File: config.mk
export PLATFORM = sky130hd
export DESIGN_NAME = memdep_tracker
export DESIGN_NICKNAME = d
export VERILOG_FILES = /design/src/rtl/memdep_pkg.sv /design/src/rtl/memdep_csr_rules.sv /design/src/rtl/memdep_bank.sv /design/src/rtl/memdep_tracker.sv
export SDC_FILE = /design/constraint.sdc
export NUM_CORES = 2
export LEC_CHECK = 0
export BUFFER_PORTS_ARGS = -buffer_cell sky130_fd_sc_hd__buf_2
export CAP_MARGIN = 20
export CORE_MARGIN = 1.5
export CORE_UTILIZATION = 54
export DETAILED_ROUTE_END_ITERATION = 10
export PLACE_DENSITY_LB_ADDON = 0.12
export SYNTH_ARGS = -nofsm -noshare
export SYNTH_HDL_FRONTEND = slang
export SYNTH_SLANG_ARGS = --single-unit
File: constraint.sdc
create_clock -name clk -period 2.61 [get_ports clk]
set_clock_uncertainty 0.05 [all_clocks]
set_input_delay 0.522 -clock clk [delete_from_list [all_inputs] [get_ports clk]]
set_output_delay 0.522 -clock clk [all_outputs]
set_load 0.02 [all_outputs]
File: src/rtl/memdep_pkg.sv
package memdep_pkg;
  typedef enum logic [2:0] {
    MR_NONE    = 3'd0,
    MR_LOAD    = 3'd1,
    MR_STORE   = 3'd2,
    MR_AMO     = 3'd3,
    MR_LR      = 3'd4,
    MR_SC_OK   = 3'd5,
    MR_SC_FAIL = 3'd6
  } mem_role_e;

  typedef enum logic [2:0] {
    CK_RW  = 3'd0,
    CK_RS  = 3'd1,
    CK_RC  = 3'd2,
    CK_RWI = 3'd3,
    CK_RSI = 3'd4,
    CK_RCI = 3'd5
  } csr_kind_e;
endpackage

File: src/rtl/memdep_csr_rules.sv
module memdep_csr_rules
  import memdep_pkg::*;
#(
  parameter int RIW = 5
) (
  input  logic           csr_en,
  input  logic [2:0]     csr_op,
  input  logic [RIW-1:0] rd,
  input  logic [RIW-1:0] rs1,
  output logic           rs1_is_reg,
  output logic           csr_src,
  output logic           csr_dst
);
  csr_kind_e kind;
  logic      imm_form;
  logic      rw_form;
  logic      setclr_form;

  always_comb begin
    kind        = csr_kind_e'(csr_op);
    imm_form    = kind inside {CK_RWI, CK_RSI, CK_RCI};
    rw_form     = kind inside {CK_RW, CK_RWI};
    setclr_form = kind inside {CK_RS, CK_RC, CK_RSI, CK_RCI};
    rs1_is_reg  = !(csr_en && imm_form);
    csr_src     = csr_en && !(rw_form && (rd == '0));
    csr_dst     = csr_en && !(setclr_form && (rs1 == '0));
  end
endmodule

File: src/rtl/memdep_bank.sv
module memdep_bank #(
  parameter int N         = 32,
  parameter int W         = 16,
  parameter bit ZERO_HOLD = 1'b0,
  localparam int IW       = (N > 1) ? $clog2(N) : 1
) (
  input  logic                clk,
  input  logic                rst_n,
  input  logic                we,
  input  logic [IW-1:0]       widx,
  input  logic [W-1:0]        wdata,
  input  logic [W-1:0]        clr_mask,
  output logic [N-1:0][W-1:0] q
);
  for (genvar e = 0; e < N; e++) begin : g_entry
    if (ZERO_HOLD && (e == 0)) begin : g_hard_zero
      assign q[e] = '0;
    end else begin : g_store
      logic [W-1:0] ent_q;
      logic [W-1:0] ent_d;
      logic         ent_en;
      logic         hit;

      always_comb begin
        hit    = we && (widx == IW'(e));
        ent_d  = (hit ? wdata : ent_q) & ~clr_mask;
        ent_en = hit || (|clr_mask);
      end

      always_ff @(posedge clk or negedge rst_n) begin
        if (!rst_n)      ent_q <= '0;
        else if (ent_en) ent_q <= ent_d;
      end

      assign q[e] = ent_q;
    end
  end
endmodule

File: src/rtl/memdep_tracker.sv
module memdep_tracker
  import memdep_pkg::*;
#(
  parameter int WIN  = 16,
  parameter int NREG = 32,
  parameter int NCSR = 4,
  localparam int IDW = $clog2(WIN),
  localparam int RIW = $clog2(NREG),
  localparam int CIW = $clog2(NCSR)
) (
  input  logic           clk,
  input  logic           rst_n,
  input  logic           in_valid,
  input  logic [RIW-1:0] in_rs1,
  input  logic [RIW-1:0] in_rs2,
  input  logic [RIW-1:0] in_rs3,
  input  logic [RIW-1:0] in_rd,
  input  logic           in_csr_en,
  input  logic [2:0]     in_csr_op,
  input  logic [CIW-1:0] in_csr_sel,
  input  logic           in_is_ctrl,
  input  logic [2:0]     in_mem,
  input  logic [IDW-1:0] in_op_id,
  input  logic           ret_valid,
  input  logic [IDW-1:0] ret_id,
  output logic           dep_valid,
  output logic [IDW-1:0] dep_id,
  output logic [WIN-1:0] dep_addr,
  output logic [WIN-1:0] dep_data,
  output logic [WIN-1:0] dep_ctrl
);
  logic [NREG-1:0][WIN-1:0] gpr_q;
  logic [NCSR-1:0][WIN-1:0] csr_q;
  logic [WIN-1:0] clr_mask, own_bit;
  logic [WIN-1:0] t1, t2, t3, tc, src_union;
  logic           rs1_is_reg, csr_src, csr_dst;
  mem_role_e      role;
  logic           is_memop, has_data, load_dst;
  logic           gpr_we, csr_we;
  logic [WIN-1:0] gpr_wdata;

  logic [WIN-1:0] ctrl_q, ctrl_d;
  logic           ctrl_en;
  logic           dv_d;
  logic [WIN-1:0] addr_d, data_d, cdep_d;

  memdep_csr_rules #(.RIW(RIW)) u_rules (
    .csr_en     (in_csr_en),
    .csr_op     (in_csr_op),
    .rd         (in_rd),
    .rs1        (in_rs1),
    .rs1_is_reg (rs1_is_reg),
    .csr_src    (csr_src),
    .csr_dst    (csr_dst)
  );

  always_comb begin
    clr_mask  = ret_valid ? (WIN'(1) << ret_id) : '0;
    own_bit   = WIN'(1) << in_op_id;
    role      = mem_role_e'(in_mem);
    is_memop  = role inside {MR_LOAD, MR_STORE, MR_AMO, MR_LR, MR_SC_OK};
    has_data  = role inside {MR_STORE, MR_AMO, MR_SC_OK};
    load_dst  = role inside {MR_LOAD, MR_AMO, MR_LR, MR_SC_OK};

    t1        = rs1_is_reg ? gpr_q[in_rs1] : '0;
    t2        = gpr_q[in_rs2];
    t3        = gpr_q[in_rs3];
    tc        = csr_src ? csr_q[in_csr_sel] : '0;
    src_union = t1 | t2 | t3 | tc;

    gpr_we    = in_valid && (in_rd != '0) && (role != MR_STORE);
    if (load_dst)               gpr_wdata = own_bit;
    else if (role == MR_SC_FAIL) gpr_wdata = '0;
    else                         gpr_wdata = src_union;

    csr_we    = in_valid && csr_dst && (role == MR_NONE);

    ctrl_en   = (in_valid && in_is_ctrl) || ret_valid;
    ctrl_d    = (ctrl_q | ((in_valid && in_is_ctrl) ? src_union : '0)) & ~clr_mask;

    dv_d      = in_valid && is_memop;
    addr_d    = t1 & ~clr_mask;
    data_d    = has_data ? (t2 & ~clr_mask) : '0;
    cdep_d    = ctrl_q & ~clr_mask;
  end

  memdep_bank #(.N(NREG), .W(WIN), .ZERO_HOLD(1'b1)) u_gpr (
    .clk      (clk),
    .rst_n    (rst_n),
    .we       (gpr_we),
    .widx     (in_rd),
    .wdata    (gpr_wdata),
    .clr_mask (clr_mask),
    .q        (gpr_q)
  );

  memdep_bank #(.N(NCSR), .W(WIN), .ZERO_HOLD(1'b0)) u_csr (
    .clk      (clk),
    .rst_n    (rst_n),
    .we       (csr_we),
    .widx     (in_csr_sel),
    .wdata    (src_union),
    .clr_mask (clr_mask),
    .q        (csr_q)
  );

  always_ff @(posedge clk or negedge rst_n) begin
    if (!rst_n)       ctrl_q <= '0;
    else if (ctrl_en) ctrl_q <= ctrl_d;
  end

  always_ff @(posedge clk or negedge rst_n) begin
    if (!rst_n) dep_valid <= 1'b0;
    else        dep_valid <= dv_d;
  end

  always_ff @(posedge clk or negedge rst_n) begin
    if (!rst_n) begin
      dep_id   <= '0;
      dep_addr <= '0;
      dep_data <= '0;
      dep_ctrl <= '0;
    end else if (dv_d) begin
      dep_id   <= in_op_id;
      dep_addr <= addr_d;
      dep_data <= data_d;
      dep_ctrl <= cdep_d;
    end
  end
endmodule

# Word-level counts from Yosys, hierarchy flattened
# Index checks and enable logic that the tools add are counted.
dict set report op_classes {
  bitwise_logic 44
  mux 50
  n_reduce_logical 97
  shifts 2
  order_cmp 4
  eq_ne 46
}
# operator n
set op_table {}
lappend op_table {{$mux W16} 46}
lappend op_table {{$and A16 B16 Y16} 39}
lappend op_table {{$bmux W16 S5} 3}
lappend op_table {{$eq A5 B5 Y1 const B} 16}
lappend op_table {{$or A16 B16 Y16} 4}
lappend op_table {{$logic_and A1 B1 Y1} 46}
lappend op_table {{$eq A5 B4 Y1 const B} 8}
lappend op_table {{$logic_or A1 B1 Y1} 36}
lappend op_table {{$bmux W16 S2} 1}
lappend op_table {{$shl A1 B4 Y16 const A} 2}
lappend op_table {{$eq A5 B3 Y1 const B} 4}
lappend op_table {{$lt A5 B6 Y1 const B} 3}
lappend op_table {{$not A16 Y16} 1}
lappend op_table {{$reduce_or A16 Y1} 1}
lappend op_table {{$eq A3 B3 Y1 const B} 5}
lappend op_table {{$eq A3 B2 Y1 const B} 4}
lappend op_table {{$eq A5 B2 Y1 const B} 2}
lappend op_table {{$logic_not A5 Y1} 2}
lappend op_table {{$reduce_bool A5 Y1} 2}
lappend op_table {{$reduce_bool A4 Y1} 2}
lappend op_table {{$eq A3 B1 Y1 const B} 2}
lappend op_table {{$logic_not A3 Y1} 2}
lappend op_table {{$reduce_bool A3 Y1} 2}
lappend op_table {{$eq A5 B1 Y1 const B} 1}
lappend op_table {{other kinds (7)} 9}
dict set report word_totals {
  output_inout_bits 53
  wordCells 284
  in_bits 42
  ff_bits 629
}

# Logic depth before layout (Yosys ltp)
dict set report logic_depth {
  ltp_word 11
  ltp_mapped 15
  ltp_nobuf 7
}

# Modules after synthesis
# A second synthesis with hierarchy kept.
dict set report unflattened {
  cells_unflattened 3390
  hier_area_um2 41066.9
}
# module area_each_um2 cells_per_inst n_inst seq_area_each_um2
set by_module_without_submodules {}
lappend by_module_without_submodules {{memdep_bank at u_gpr} 21744.6 1703 1 12411.9}
lappend by_module_without_submodules {memdep_tracker 16407.0 1456 1 1726.7}
lappend by_module_without_submodules {{memdep_bank at u_csr} 2836.5 221 1 1601.5}
lappend by_module_without_submodules {memdep_csr_rules 78.8 10 1 0.0}

# Worst setup path after synthesis
# No wires, ideal clock.
dict set report synth_path {
  path_kind {input -> register}
  start {in in_rs3[1]}
  end {reg u_gpr.g_entry[15].g_store.ent_q[15]}
  t_arrival_ns 3.311
  n_path_buf 5
  slack_ns -0.892
  setup_ns 0.140
  stages 12
  required_ns 2.420
  cell_sequence {buf_2 buf_2 buf_2 buf_1 mux2_2 a22o_1 mux4_2 a211oi_1 a31oi_4 buf_6 nand2_2 a21oi_2}
}
dict set report synth_between {
  elab_chain_len 8
}
# item line
set synth_lines {}
lappend synth_lines {{from (decl)} memdep_tracker.sv:16} ;# input logic [RIW-1:0] in_rs3,
lappend synth_lines {{$bmux W16 S5} memdep_tracker.sv:67} ;# t3 = gpr_q[in_rs3];
lappend synth_lines {{$mux W16 (implied by the code)} memdep_tracker.sv:67}
lappend synth_lines {{$or A16 B16 Y16 (2 in a row)} memdep_tracker.sv:69} ;# src_union = t1 | t2 | t3 | tc;
lappend synth_lines {{$mux W16} memdep_tracker.sv:73} ;# else if (role == MR_SC_FAIL) gpr_wdata = '0;
lappend synth_lines {{$mux W16} memdep_tracker.sv:72} ;# if (load_dst) gpr_wdata = own_bit;
lappend synth_lines {{$mux W16} memdep_bank.sv:26} ;# ent_d = (hit ? wdata : ent_q) & ~clr_mask;
lappend synth_lines {{$and A16 B16 Y16} memdep_bank.sv:26}
lappend synth_lines {{to (signal assigned)} memdep_bank.sv:32} ;# else if (ent_en) ent_q <= ent_d;
lappend synth_lines {{to (decl)} memdep_bank.sv:19} ;# logic [W-1:0] ent_q;
# Every way passes these cells. The select of a mux whose other input is x is not followed.
# A chain may end at the register's enable or synchronous reset.

# Final worst setup path
dict set report layout_path {
  start {reg u_gpr.g_entry[16].g_store.ent_q[6]}
  end {reg u_gpr.g_entry[12].g_store.ent_q[6]}
}
dict set report layout_between {
  elab_chain_len 10
  word_cells_on_any_way 14
  classes_between {mux (10); bitwise (4)}
}
# item line
set layout_lines {}
lappend layout_lines {{from (decl)} memdep_bank.sv:19}
lappend layout_lines {{from (signal assigned)} memdep_bank.sv:32}
lappend layout_lines {{$bmux W16 S5} memdep_tracker.sv:65} ;# t1 = rs1_is_reg ? gpr_q[in_rs1] : '0;
lappend layout_lines {{$mux W16 (implied by the code)} memdep_tracker.sv:65}
lappend layout_lines {{$mux W16} memdep_tracker.sv:65}
lappend layout_lines {{$or A16 B16 Y16} memdep_tracker.sv:69}
lappend layout_lines {{$or A16 B16 Y16 * (2 in a row)} memdep_tracker.sv:69}
lappend layout_lines {{$mux W16 *} memdep_tracker.sv:73}
lappend layout_lines {{$mux W16 *} memdep_tracker.sv:72}
lappend layout_lines {{$mux W16 *} memdep_bank.sv:26}
lappend layout_lines {{$and A16 B16 Y16 *} memdep_bank.sv:26}
lappend layout_lines {{to (signal assigned)} memdep_bank.sv:32}
lappend layout_lines {{to (decl)} memdep_bank.sv:19}
# Mark *: on every way between the ends. The rest lies on a longest branch, timed or not. The select of a mux whose other input is x is not followed.

==> results <==
- The share of cells above drive strength 1 is ~48%.
- The DRC violation count after routing is 0.
- The floorplan core area is 70000 um^2.
- Along the worst hold path, the cell count comes to 3.
- The initial antenna violation count is 7.
- CTS saw about 630 sinks.
- At the placement stage, the worst setup path has a slack of -0.964 ns.
- TritonCTS created 73 clock buffers.
- The capturing element type of the critical path is a flip-flop.
- Entering global routing, the biggest net connects 97 pins.
- The cell class contributing the biggest share of worst-path delay is multiplexers.
- The final reports fail on setup timing.
- The headroom to the max-slew limit is 30.6%.
- Summed over all layers, the global routing overflow is 0.
- The fraction of registers with async set or reset after synthesis is 100%.
- The parity-gate share of the synthesized area counting xor and xnor cells is less than 1%.
- The startpoint-to-endpoint class of the critical path is reg2reg.
- The site row count is 97.
- The total die area is slightly above 70000 um^2.
- The source-to-sink clock delay at the later pin of the worst-skew pair is approximately 0.65 ns.
- The total number of H-tree levels is 3.
- After synthesis, the largest family of logic cells by area is multiplexers.
- The maximum cell stage delay along the critical path is approximately 0.53 ns.
- No sink is reached through more buffers than the 3 on the longest clock path.
- The starting density of the core is 54.6%.
- Once placement finished, the instance area stood at between 40000 and 50000 um^2.
- Measured along the y axis, the die boundary spans roughly 270 um.
- The synthesized-area fraction occupied by ao, oa, aoi and oai cells is roughly 17%.
- The first TritonRoute pass finished after 6 iterations.
- The minimum clock period is ~2.9 ns.
- The cell area power density is approximately 650 nW/um^2.
- At the pin with the least slew margin, the transition time is 1.03 ns.
- The tool flagged a number of max-cap violations equal to 0.
- The basic-gate share of the synthesized area counting and, or, nand and nor cells is under 10%.
- VDD sags by at most between 600 and 700 uV.
- The slowest stage of the critical path belongs to the cell sky130_fd_sc_hd__mux4_1.
- In this run the tool buffered the top-level ports with between 90 and 100 buffer cells.
- The leakage power is around 22 nW.
- The post-route worst hold slack is approximately 0.18 ns.
- The count of cell types in the netlist is 81.
- Each instance of the synthesized netlist takes up on average ~11 um^2.
- After synthesis, the most frequently instantiated cells are 629 x sky130_fd_sc_hd__dfrtp_1, 421 x sky130_fd_sc_hd__o21ai_0, 398 x sky130_fd_sc_hd__a21oi_1.
- The top cell type's share of synthesized area is around two fifths.
- For this run, the register share of the synthesized area comes to between 40% and 50%.
- The first-iteration detailed-routing DRC count is 4980.
- The required time reported for the critical path endpoint is between 3 and 4 ns.
- The mux share of post-synthesis cell area is 28.0%.
- The net total in the final layout is slightly above 4000.
- The post-synthesis sequential element count is roughly 630.
- The flow ran to the end, but the final reports show violations.
- For this run, the share of the core covered by cells in the final layout is 73.2%.
- The total count of max-transition violations in the final report is 0.
- The design draws around 0.033 W.
- The critical path crosses 8 cells after its start point.
- The post-synthesis cell type with the largest combined area is sky130_fd_sc_hd__dfrtp_1.
- The width of the die is 269 um.
- The tightest min-delay check is of the in2reg type.
- Yosys attributes the largest share of cell area to sky130_fd_sc_hd__dfrtp_1 41%, sky130_fd_sc_hd__mux4_2 22%, sky130_fd_sc_hd__o21ai_0 5.5%.
- Based on the critical path, the design can be clocked at up to roughly 350 MHz.
- After legalization and detailed placement, the total HPWL measured between 100000 and 150000 um.
- The number of enable flip-flop cells after synthesis is 0.
- Synthesis handed over a netlist of 3401 instances.
- After layout, the worst setup slack is -0.258 ns.
- The routed wire length is about 170000 um.
- The worst setup path is launched from a flip-flop.
- Dividing the detail-routed via count by the number of cells gives between 7 and 8.
- The top flip-flop cell by instance count after synthesis is sky130_fd_sc_hd__dfrtp_1.
- For this design the top-level I/O count stands at 95.
- The hold violation count in the final report is 0.
- The routability-driven placement congestion ratio is between 1 and 1.5.
- CTS placed an instance of sky130_fd_sc_hd__clkbuf_16 at the clock tree root.
- The number of global-route vias before repair came to 35500.
- Walking the worst path, the cells encountered are mux4_1 > mux4_2 > mux2i_1 > buf_4 > and4_4 > o22a_4 > buf_12 > a21oi_1.
- Along the worst path, the maximum fanout reaches 8.
- The clock transition at the registers of the reported paths is 0.06 ns.
- The area growth from synthesis to layout is 33.9%.
- The critical path data arrival time is approximately 3.3 ns.
- The post-layout instance area is 51200 um^2.
- The worst path uses 110% of the clock period.
- sky130_fd_sc_hd__dfrtp_1 is the most common cell in the netlist.
- The detailed router placed approximately 36000 vias in this run.
- Synthesis produced a netlist with a net count of between 3000 and 4000.
- Yosys printed 0 warnings.
- The detail route stage leaves a number of antenna-violating nets equal to 0.
- The number of buffers and inverters on the critical path is 2.
- The first global-routing pass estimated 241000 um of wire.
- In this run the cell area of the synthesized design comes to 38300 um^2.
- The clock tree from TritonCTS is built.
- The count of endpoints failing setup in the final report is between 500 and 600.
- Setup repair after global routing could not meet its margin everywhere.
- The synthesized netlist devotes 0% of its cell area to adder and majority cells.
- The overall fraction of global-route tracks in use is between 40% and 50%.
- The worst reg2reg path depth is 8.
- After detailed routing, the average wire length per cell comes to approximately 34 um.
-- area by class of cell --
| type | count | area (um^2) |
|---|---|---|
| clock inverter | 26 | 337 |
| timing repair buffer | 882 | 9120 |
| clock buffer | 108 | 2180 |
| multi-input combinational | 2412 | 22600 |
| fill | 4835 | 18800 |
| tap | 940 | 1180 |
| inverter | 13 | 51.3 |
| sequential | 629 | 15700 |
| antenna | 8 | 20.0 |
-- per-stage QoR --
step	setup TNS (ns)	instances
after global placement	-464.77	4775
after detailed placement	-483.46	4775
final	-64.09	5018
after global routing	-77.87	5010
after floorplan	-305.05	3401
after CTS	-31.07	4963
-- metal layers --
layer	vias up	wire length [um]	global-route usage, %
met5	-	13	0
met4	2	12800	26.7
met3	783	26600	15.8
met2	2906	72700	65.9
met1	18200	59200	59.8
li1	14300	-	-
-- report_power, final --
group	leakage [nW]	internal [W]	switching, W	total, W
registers	8.36	0.0112	0.00127	0.0124
clock network	1.24	0.00641	0.00446	0.0109
logic	12.1	0.00494	0.00506	0.0100
-- state kept, by name, indices dropped and copies added, names as in the netlist --
signal and count:
dep_data 16, dep_valid 1, u_gpr.g_entry.g_store.ent_q 496, dep_ctrl 16, dep_addr 16, ctrl_q 16
u_csr.g_entry.g_store.ent_q 64, dep_id 4
-- path summary, 6_finish.rpt --
kind                            slack, ns                                 end                               start
worst min-delay path                 0.18                           dep_id[2]                         in_op_id[2]
worst min register to register       0.42                         dep_ctrl[3]                         dep_ctrl[3]
max in group asynchronous            1.20                         dep_data[6]                               rst_n
worst max register to register      -0.26  u_gpr.g_entry[12].g_store.ent_q[6]  u_gpr.g_entry[16].g_store.ent_q[6]
min in group asynchronous            0.37   u_gpr.g_entry[8].g_store.ent_q[7]                               rst_n
worst max-delay path                -0.26  u_gpr.g_entry[12].g_store.ent_q[6]  u_gpr.g_entry[16].g_store.ent_q[6]
-- logic make-up after synthesis --
kind of cell    count (synthesis)
simple gates                  750
buf+inv                       360
flops                         629
mux                           559
compound gates               1101
xor+xnor                        2
-- worst reg2reg max path: cells and delay by family, from the launching register on --
family | cells | cell delay, ns
AOI/OAI and AO/OA | 2 | 0.37
buffers and inverters | 2 | 0.40
DFF | 1 | 0.44
muxes | 3 | 1.24
and+or+nand+nor | 1 | 0.24
-- what timing repair did --
action / CTS / global route
gates resized for setup: 186 / 459
hold buffers: 1 / 0
pin swaps: 23 / 118
buffers inserted: 33 / 33
hold endpoints to repair: 22 / 0
cloned: 20 / 25
setup endpoints to repair: 533 / 528
-- cell usage in the layout, fill, tap and decap left out, types with 11 or more instances in the layout --
cell,n
sky130_fd_sc_hd__dfrtp_1,628
sky130_fd_sc_hd__buf_4,579
sky130_fd_sc_hd__mux4_2,378
sky130_fd_sc_hd__o21ai_0,328
sky130_fd_sc_hd__nand2_1,313
sky130_fd_sc_hd__a21oi_2,255
sky130_fd_sc_hd__a21oi_1,162
sky130_fd_sc_hd__buf_12,140
sky130_fd_sc_hd__nand3_1,119
sky130_fd_sc_hd__nor2_1,104
sky130_fd_sc_hd__clkbuf_16,95
sky130_fd_sc_hd__mux2i_1,93
sky130_fd_sc_hd__buf_2,84
sky130_fd_sc_hd__mux2_2,58
sky130_fd_sc_hd__o21ai_2,58
sky130_fd_sc_hd__a211oi_1,51
sky130_fd_sc_hd__a22o_1,42
sky130_fd_sc_hd__nor2_2,39
sky130_fd_sc_hd__a211oi_2,37
sky130_fd_sc_hd__o21ai_1,32
sky130_fd_sc_hd__nand2_2,31
sky130_fd_sc_hd__buf_6,28
sky130_fd_sc_hd__nor2b_1,27
sky130_fd_sc_hd__clkbuf_8,20
sky130_fd_sc_hd__nor3_1,19
sky130_fd_sc_hd__buf_16,18
sky130_fd_sc_hd__nand2b_1,16
sky130_fd_sc_hd__and2_1,16
sky130_fd_sc_hd__mux4_1,15
sky130_fd_sc_hd__o2bb2ai_1,15
sky130_fd_sc_hd__clkbuf_1,14
sky130_fd_sc_hd__a22oi_1,13
sky130_fd_sc_hd__o21a_1,11
sky130_fd_sc_hd__o31ai_1,11
sky130_fd_sc_hd__o41ai_1,11
No activity file was read; power rests on OpenSTA's default activity.
